### config.mk
export PLATFORM = sky130hd
export DESIGN_NAME = ptp_stamp_latch
export DESIGN_NICKNAME = d
export VERILOG_FILES = /design/src/rtl/ptp_stamp_pkg.sv /design/src/rtl/ptp_rx_filter.sv /design/src/rtl/ptp_stamp_slot.sv /design/src/rtl/ptp_stamp_latch.sv
export SDC_FILE = /design/constraint.sdc
export NUM_CORES = 1
export LEC_CHECK = 0
export ABC_AREA = 1
export ABC_CLOCK_PERIOD_IN_PS = 3800
export BUFFER_PORTS_ARGS = -buffer_cell sky130_fd_sc_hd__buf_2
export CAP_MARGIN = 40
export CORE_AREA = 2 2 114 116
export DETAILED_ROUTE_END_ITERATION = 8
export DIE_AREA = 0 0 116 118
export PLACE_DENSITY = 0.78
export SLEW_MARGIN = 15
export SYNTH_ARGS = -nofsm -noshare
export SYNTH_HDL_FRONTEND = slang
export SYNTH_SLANG_ARGS = --single-unit
### constraint.sdc
create_clock -name clk -period 3.8 [get_ports clk]
set_clock_uncertainty 0.1 [all_clocks]
set_input_delay 1.14 -clock clk [delete_from_list [all_inputs] [get_ports clk]]
set_output_delay 1.14 -clock clk [all_outputs]
set_load 0.1 [all_outputs]
### src/rtl/ptp_stamp_pkg.sv
package ptp_stamp_pkg;

    localparam int PORT_W  = 16;
    localparam int ETYPE_W = 16;
    localparam int MSG_W   = 8;
    localparam int VER_W   = 4;

    localparam logic [ETYPE_W-1:0] PTP_ETYPE = 16'h88F7;
    localparam logic [VER_W-1:0]   VER_ONE   = 4'd1;
    localparam logic [VER_W-1:0]   VER_TWO   = 4'd2;

    typedef enum logic {
        MODE_V1_UDP   = 1'b0,
        MODE_V2_EVENT = 1'b1
    } rx_mode_e;

    typedef struct packed {
        logic               is_l2;
        logic [ETYPE_W-1:0] ethertype;
        logic               is_udp;
        logic [PORT_W-1:0]  dst_port;
        logic [VER_W-1:0]   version;
        logic [MSG_W-1:0]   msg;
    } rx_hdr_t;

    typedef struct packed {
        rx_mode_e           mode;
        logic [PORT_W-1:0]  ev_port;
        logic [MSG_W-1:0]   v1_code;
        logic               etf_en;
        logic               etf_ts;
        logic [ETYPE_W-1:0] etf_type;
    } rx_cfg_t;

    // Version 2 event messages carry type 0..3 in the low nibble.
    function automatic logic v2_event_type(input logic [MSG_W-1:0] m);
        return (m[3:2] == 2'b00);
    endfunction

endpackage

### src/rtl/ptp_rx_filter.sv
module ptp_rx_filter
    import ptp_stamp_pkg::*;
(
    input  rx_cfg_t cfg,
    input  rx_hdr_t hdr,
    output logic    eligible
);

    logic udp_hit;
    logic l2_entry_ok;
    logic l2_hit;
    logic v1_ok;
    logic v2_ok;

    always_comb begin
        udp_hit     = hdr.is_udp && (hdr.dst_port == cfg.ev_port);
        l2_entry_ok = cfg.etf_en && cfg.etf_ts && (cfg.etf_type == PTP_ETYPE);
        l2_hit      = hdr.is_l2 && l2_entry_ok && (hdr.ethertype == cfg.etf_type);
        v1_ok       = (cfg.mode == MODE_V1_UDP) && udp_hit &&
                      (hdr.version == VER_ONE) && (hdr.msg == cfg.v1_code);
        v2_ok       = (cfg.mode == MODE_V2_EVENT) && (hdr.version == VER_TWO) &&
                      v2_event_type(hdr.msg) && (udp_hit || l2_hit);
        eligible    = v1_ok || v2_ok;
    end

endmodule

### src/rtl/ptp_stamp_slot.sv
module ptp_stamp_slot #(
    parameter int TIME_W = 64
) (
    input  logic              clk,
    input  logic              rst,
    input  logic              en,
    input  logic              hit,
    input  logic              rd_hi,
    input  logic [TIME_W-1:0] now,
    output logic [TIME_W-1:0] stamp,
    output logic              valid,
    output logic              took
);

    logic capture;

    always_comb capture = en && hit && !valid;

    always_ff @(posedge clk) begin
        if (rst) begin
            stamp <= '0;
            valid <= 1'b0;
            took  <= 1'b0;
        end else begin
            took <= capture;
            if (capture) begin
                stamp <= now;
                valid <= 1'b1;
            end else if (rd_hi) begin
                valid <= 1'b0;
            end
        end
    end

endmodule

### src/rtl/ptp_stamp_latch.sv
module ptp_stamp_latch
    import ptp_stamp_pkg::*;
#(
    parameter int TIME_W = 64
) (
    input  logic                clk,
    input  logic                rst,
    input  logic [TIME_W-1:0]   sys_time,
    input  logic                tx_en,
    input  logic                tx_sop,
    input  logic                tx_ts_req,
    input  logic                tx_rd_hi,
    output logic                tx_valid,
    output logic [TIME_W/2-1:0] tx_stamp_lo,
    output logic [TIME_W/2-1:0] tx_stamp_hi,
    input  logic                rx_en,
    input  logic                rx_mode,
    input  logic [15:0]         rx_ev_port,
    input  logic [7:0]          rx_v1_code,
    input  logic                etf_en,
    input  logic                etf_ts,
    input  logic [15:0]         etf_type,
    input  logic                rx_sop,
    input  logic                rx_is_l2,
    input  logic [15:0]         rx_ethertype,
    input  logic                rx_is_udp,
    input  logic [15:0]         rx_dst_port,
    input  logic [3:0]          rx_version,
    input  logic [7:0]          rx_msg,
    input  logic                rx_rd_hi,
    output logic                rx_valid,
    output logic [TIME_W/2-1:0] rx_stamp_lo,
    output logic [TIME_W/2-1:0] rx_stamp_hi,
    output logic                rx_desc_ts
);

    localparam int HALF_W = TIME_W / 2;
    localparam int N_DIR  = 2;
    localparam int D_TX   = 0;
    localparam int D_RX   = 1;

    rx_cfg_t rcfg;
    rx_hdr_t rhdr;
    logic    rx_elig;

    always_comb begin
        rcfg.mode      = rx_mode_e'(rx_mode);
        rcfg.ev_port   = rx_ev_port;
        rcfg.v1_code   = rx_v1_code;
        rcfg.etf_en    = etf_en;
        rcfg.etf_ts    = etf_ts;
        rcfg.etf_type  = etf_type;
        rhdr.is_l2     = rx_is_l2;
        rhdr.ethertype = rx_ethertype;
        rhdr.is_udp    = rx_is_udp;
        rhdr.dst_port  = rx_dst_port;
        rhdr.version   = rx_version;
        rhdr.msg       = rx_msg;
    end

    ptp_rx_filter u_filter (
        .cfg      (rcfg),
        .hdr      (rhdr),
        .eligible (rx_elig)
    );

    logic [N_DIR-1:0]  d_en;
    logic [N_DIR-1:0]  d_hit;
    logic [N_DIR-1:0]  d_rd;
    logic [N_DIR-1:0]  d_valid;
    logic [N_DIR-1:0]  d_took;
    logic [TIME_W-1:0] d_stamp [N_DIR];

    always_comb begin
        d_en[D_TX]  = tx_en;
        d_hit[D_TX] = tx_sop && tx_ts_req;
        d_rd[D_TX]  = tx_rd_hi;
        d_en[D_RX]  = rx_en;
        d_hit[D_RX] = rx_sop && rx_elig;
        d_rd[D_RX]  = rx_rd_hi;
    end

    for (genvar d = 0; d < N_DIR; d++) begin : g_dir
        ptp_stamp_slot #(.TIME_W(TIME_W)) u_slot (
            .clk   (clk),
            .rst   (rst),
            .en    (d_en[d]),
            .hit   (d_hit[d]),
            .rd_hi (d_rd[d]),
            .now   (sys_time),
            .stamp (d_stamp[d]),
            .valid (d_valid[d]),
            .took  (d_took[d])
        );
    end

    assign tx_valid    = d_valid[D_TX];
    assign tx_stamp_lo = d_stamp[D_TX][HALF_W-1:0];
    assign tx_stamp_hi = d_stamp[D_TX][TIME_W-1:HALF_W];
    assign rx_valid    = d_valid[D_RX];
    assign rx_stamp_lo = d_stamp[D_RX][HALF_W-1:0];
    assign rx_stamp_hi = d_stamp[D_RX][TIME_W-1:HALF_W];
    assign rx_desc_ts  = d_took[D_RX];

endmodule

==> impl_metrics.yaml <==
setup_path:
  path_cells: "buf_2, nor2_1, nand2_1, nor2_1, nand3_1, nor2_1, nor2_1, nor2_1, nand2_4, buf_12, nand2_1, nand2_1, nor2_1"
  cp-start-kind: "input port"
  rr_worst_depth: 7
  endpoint_kind: "register"
  crit_type: "input port to register"
  r2r_slack_ns: 1.97
  critPathMaxStageDelay_ns: 0.29
  crit_fanout: 73
  path_common_cell: "nor2_1"
  worstPathArrival_ns: 2.78
  cp_slowest_cell: "buf_12"
  cp_data_required_time_ns: 4.02
routing:
  avgViaCountPerCell: 4.46
  route.detailed.drc: 0
  drtIter0Drc: 511
  ant_nets: 0
  num_vias: 5995
  routed_wl_um: 16100
  drtPass1Iterations: 5
  wl_per_cell_um: 12.0
global_routing:
  grt_pass1_wl_um: 25800
  grt_start_max_net_pins: 129
  track_usage: 0.236
  grt_pass1_vias: 5605
  antenna_found_initial: 0
  grt-ovfl-total: 0
job:
  maxCapViolations: 0
timing:
  tightest_slew_ns: 0.642
  setup_ws_ns: 1.25
  post-route-period-util: 0.671
  slew_violations: 0
  hold_viol_final: 0
  rsz0062_at_grt: "false"
  setup_viol: 0
  period_needed_ns: 2.55
  tns_ns: 0
  maxSlewHeadroom: 0.572
  clock.fmax_mhz: 392
  timing.hold.ws_ns: 0.406
power:
  p_per_area_mw_per_mm2: 441
  p_leak_uw: 0.00469
  ir_worst_vdd_uv: 298
clock_network:
  max-clock-path-buffers: 2
  ctsHoldBuffers: 0
  cts_tree: "yes"
  htree_levels: 4
  cts_root_buf: "clkbuf_16"
  cts_buffers: 17
  postCtsSetupBuffers: 0
  clock_latency_ns: 0.40
  path_clk_slew_ns: 0.05
  cts.sinks: 131
  cts_resized: 0
synthesis:
  ys_types: 21
  seq_area_frac_synth: 0.462
  yosys.area.top_type: "dfxtp_1"
  async_reset_ff_frac: 0
  syn_avg_cell_area_um2: 6.40
  synth_top_area_frac: 0.462
  yosys_warnings: 0
  synth_nets: 1050
  synth_edf_count: 0
  synth.ff_latch_count: 131
  synth_ff_type: "dfxtp_1"
  synth_area_mm2: 0.00568
  synthTopCellsByArea: "dfxtp_1, nor2_1, nand2_1"
  syn-instance-count: 888
floorplanning:
  io_pins: 293
  rows: 41
  die_area_mm2: 0.0137
  die_h_um: 118
  die_x_um: 116
  core-area_mm2: 0.0124
  initial_utilization: 0.458
placement:
  preCtsSetupSlack_ns: 0.885
  postPlaceCellArea_mm2: 0.00724
  routabilityCongestion: 0.899
  io_buffers: 292
  dpl.hpwl_um: 11400
final_layout:
  diodes: 0
  drive_above_1_share: 0.281
  nets: 1324
  area_growth_pct: 36.9
  fin_area_mm2: 0.00778
worst_hold_path:
  holdPathStages: 2
  min_path_type: "register to register"
run_status:
  outcome: "finished, final reports clean"
cells in the final DEF (no fill, tap or decap):
cell type,Yosys,routed
a21oi_1,2,2
and3_2,0,1
buf_12,0,3
buf_2,9,292
buf_4,0,2
clkbuf_1,28,3
clkbuf_16,0,17
clkbuf_8,0,6
clkinv_2,0,4
clkinvlp_4,0,1
dfxtp_1,131,131
inv_1,116,114
inv_2,1,2
nand2_1,205,204
nand2_4,0,1
nand3_1,5,5
nand3b_1,2,2
nand4_1,2,2
nor2_1,296,296
nor2_2,1,1
nor3_1,2,2
o211ai_1,1,1
o21ai_0,66,66
o21ai_1,5,5
or2_0,1,1
xnor2_1,4,4
xor2_1,5,5
report_power, final:
part	switching [µW]	internal, µW	total (µW)
registers	16.0	1410	1430
clock network	547	927	1470
logic	404	128	532
sequential cells by signal (all words and copies together) (netlist names):
name and cells:
g_dir.u_slot.took 1, g_dir.u_slot.valid 2, g_dir.u_slot.stamp 128
worst max-delay path: cells and delay by family:
family / cells / cell delay (ns)
buffers and inverters: 2 / 0.38
AND/OR/NAND/NOR: 11 / 1.23
metrics by stage:
step / instances / power (µW) / utilization
after floorplan: 888 / 1820 / -
after global placement: 1315 / 1980 / 0.583
after detailed placement: 1315 / 1990 / 0.583
after CTS: 1345 / 3460 / 0.627
after global routing: 1345 / 3570 / 0.627
final: 1345 / 3430 / 0.627
Yosys cell counts (4+ instances only):
cell type  number
nor2_1        296
nand2_1       205
dfxtp_1       131
inv_1         116
o21ai_0        66
clkbuf_1       28
buf_2           9
buf_6           5
nand3_1         5
o21ai_1         5
xor2_1          5
xnor2_1         4
final cells by class:
cell class              count  area, µm²
flip-flops and latches    131       2620
fillers                  1200       4640
repair buffers            297       1540
inverters                 117        440
clock inverters             4       22.5
well taps                 172        215
multi-input cells         598       2420
clock buffers              26        519
cells by family (layout without fill, tap and decap cells):
group	count (synthesis)	in the layout	synth area share
buffers and inverters	159	444	0.114
and+or+nand+nor	515	515	0.345
DFF	131	131	0.462
xor gates and xnor gates	9	9	0.0139
AOI/OAI and AO/OA	74	74	0.0656
path summary, 6_finish.rpt:
path	startpoint	end
max	rx_version[3]	g_dir[1].u_slot.stamp[50]
min	g_dir[0].u_slot.stamp[42]	g_dir[0].u_slot.stamp[42]
max reg2reg	g_dir[1].u_slot.valid	g_dir[1].u_slot.stamp[50]
min reg2reg	g_dir[0].u_slot.stamp[42]	g_dir[0].u_slot.stamp[42]
routing by layer:
| layer | vias to the layer above | GRT usage | wire length (µm) |
|---|---|---|---|
| li1 | 3161 | - | - |
| met1 | 2559 | 0.280 | 6810 |
| met2 | 237 | 0.375 | 7260 |
| met3 | 38 | 0.0963 | 1540 |
| met4 | 0 | 0.0997 | 493 |
| met5 | - | 0 | 0 |
Note: power is estimated with default switching activity, not from simulation.
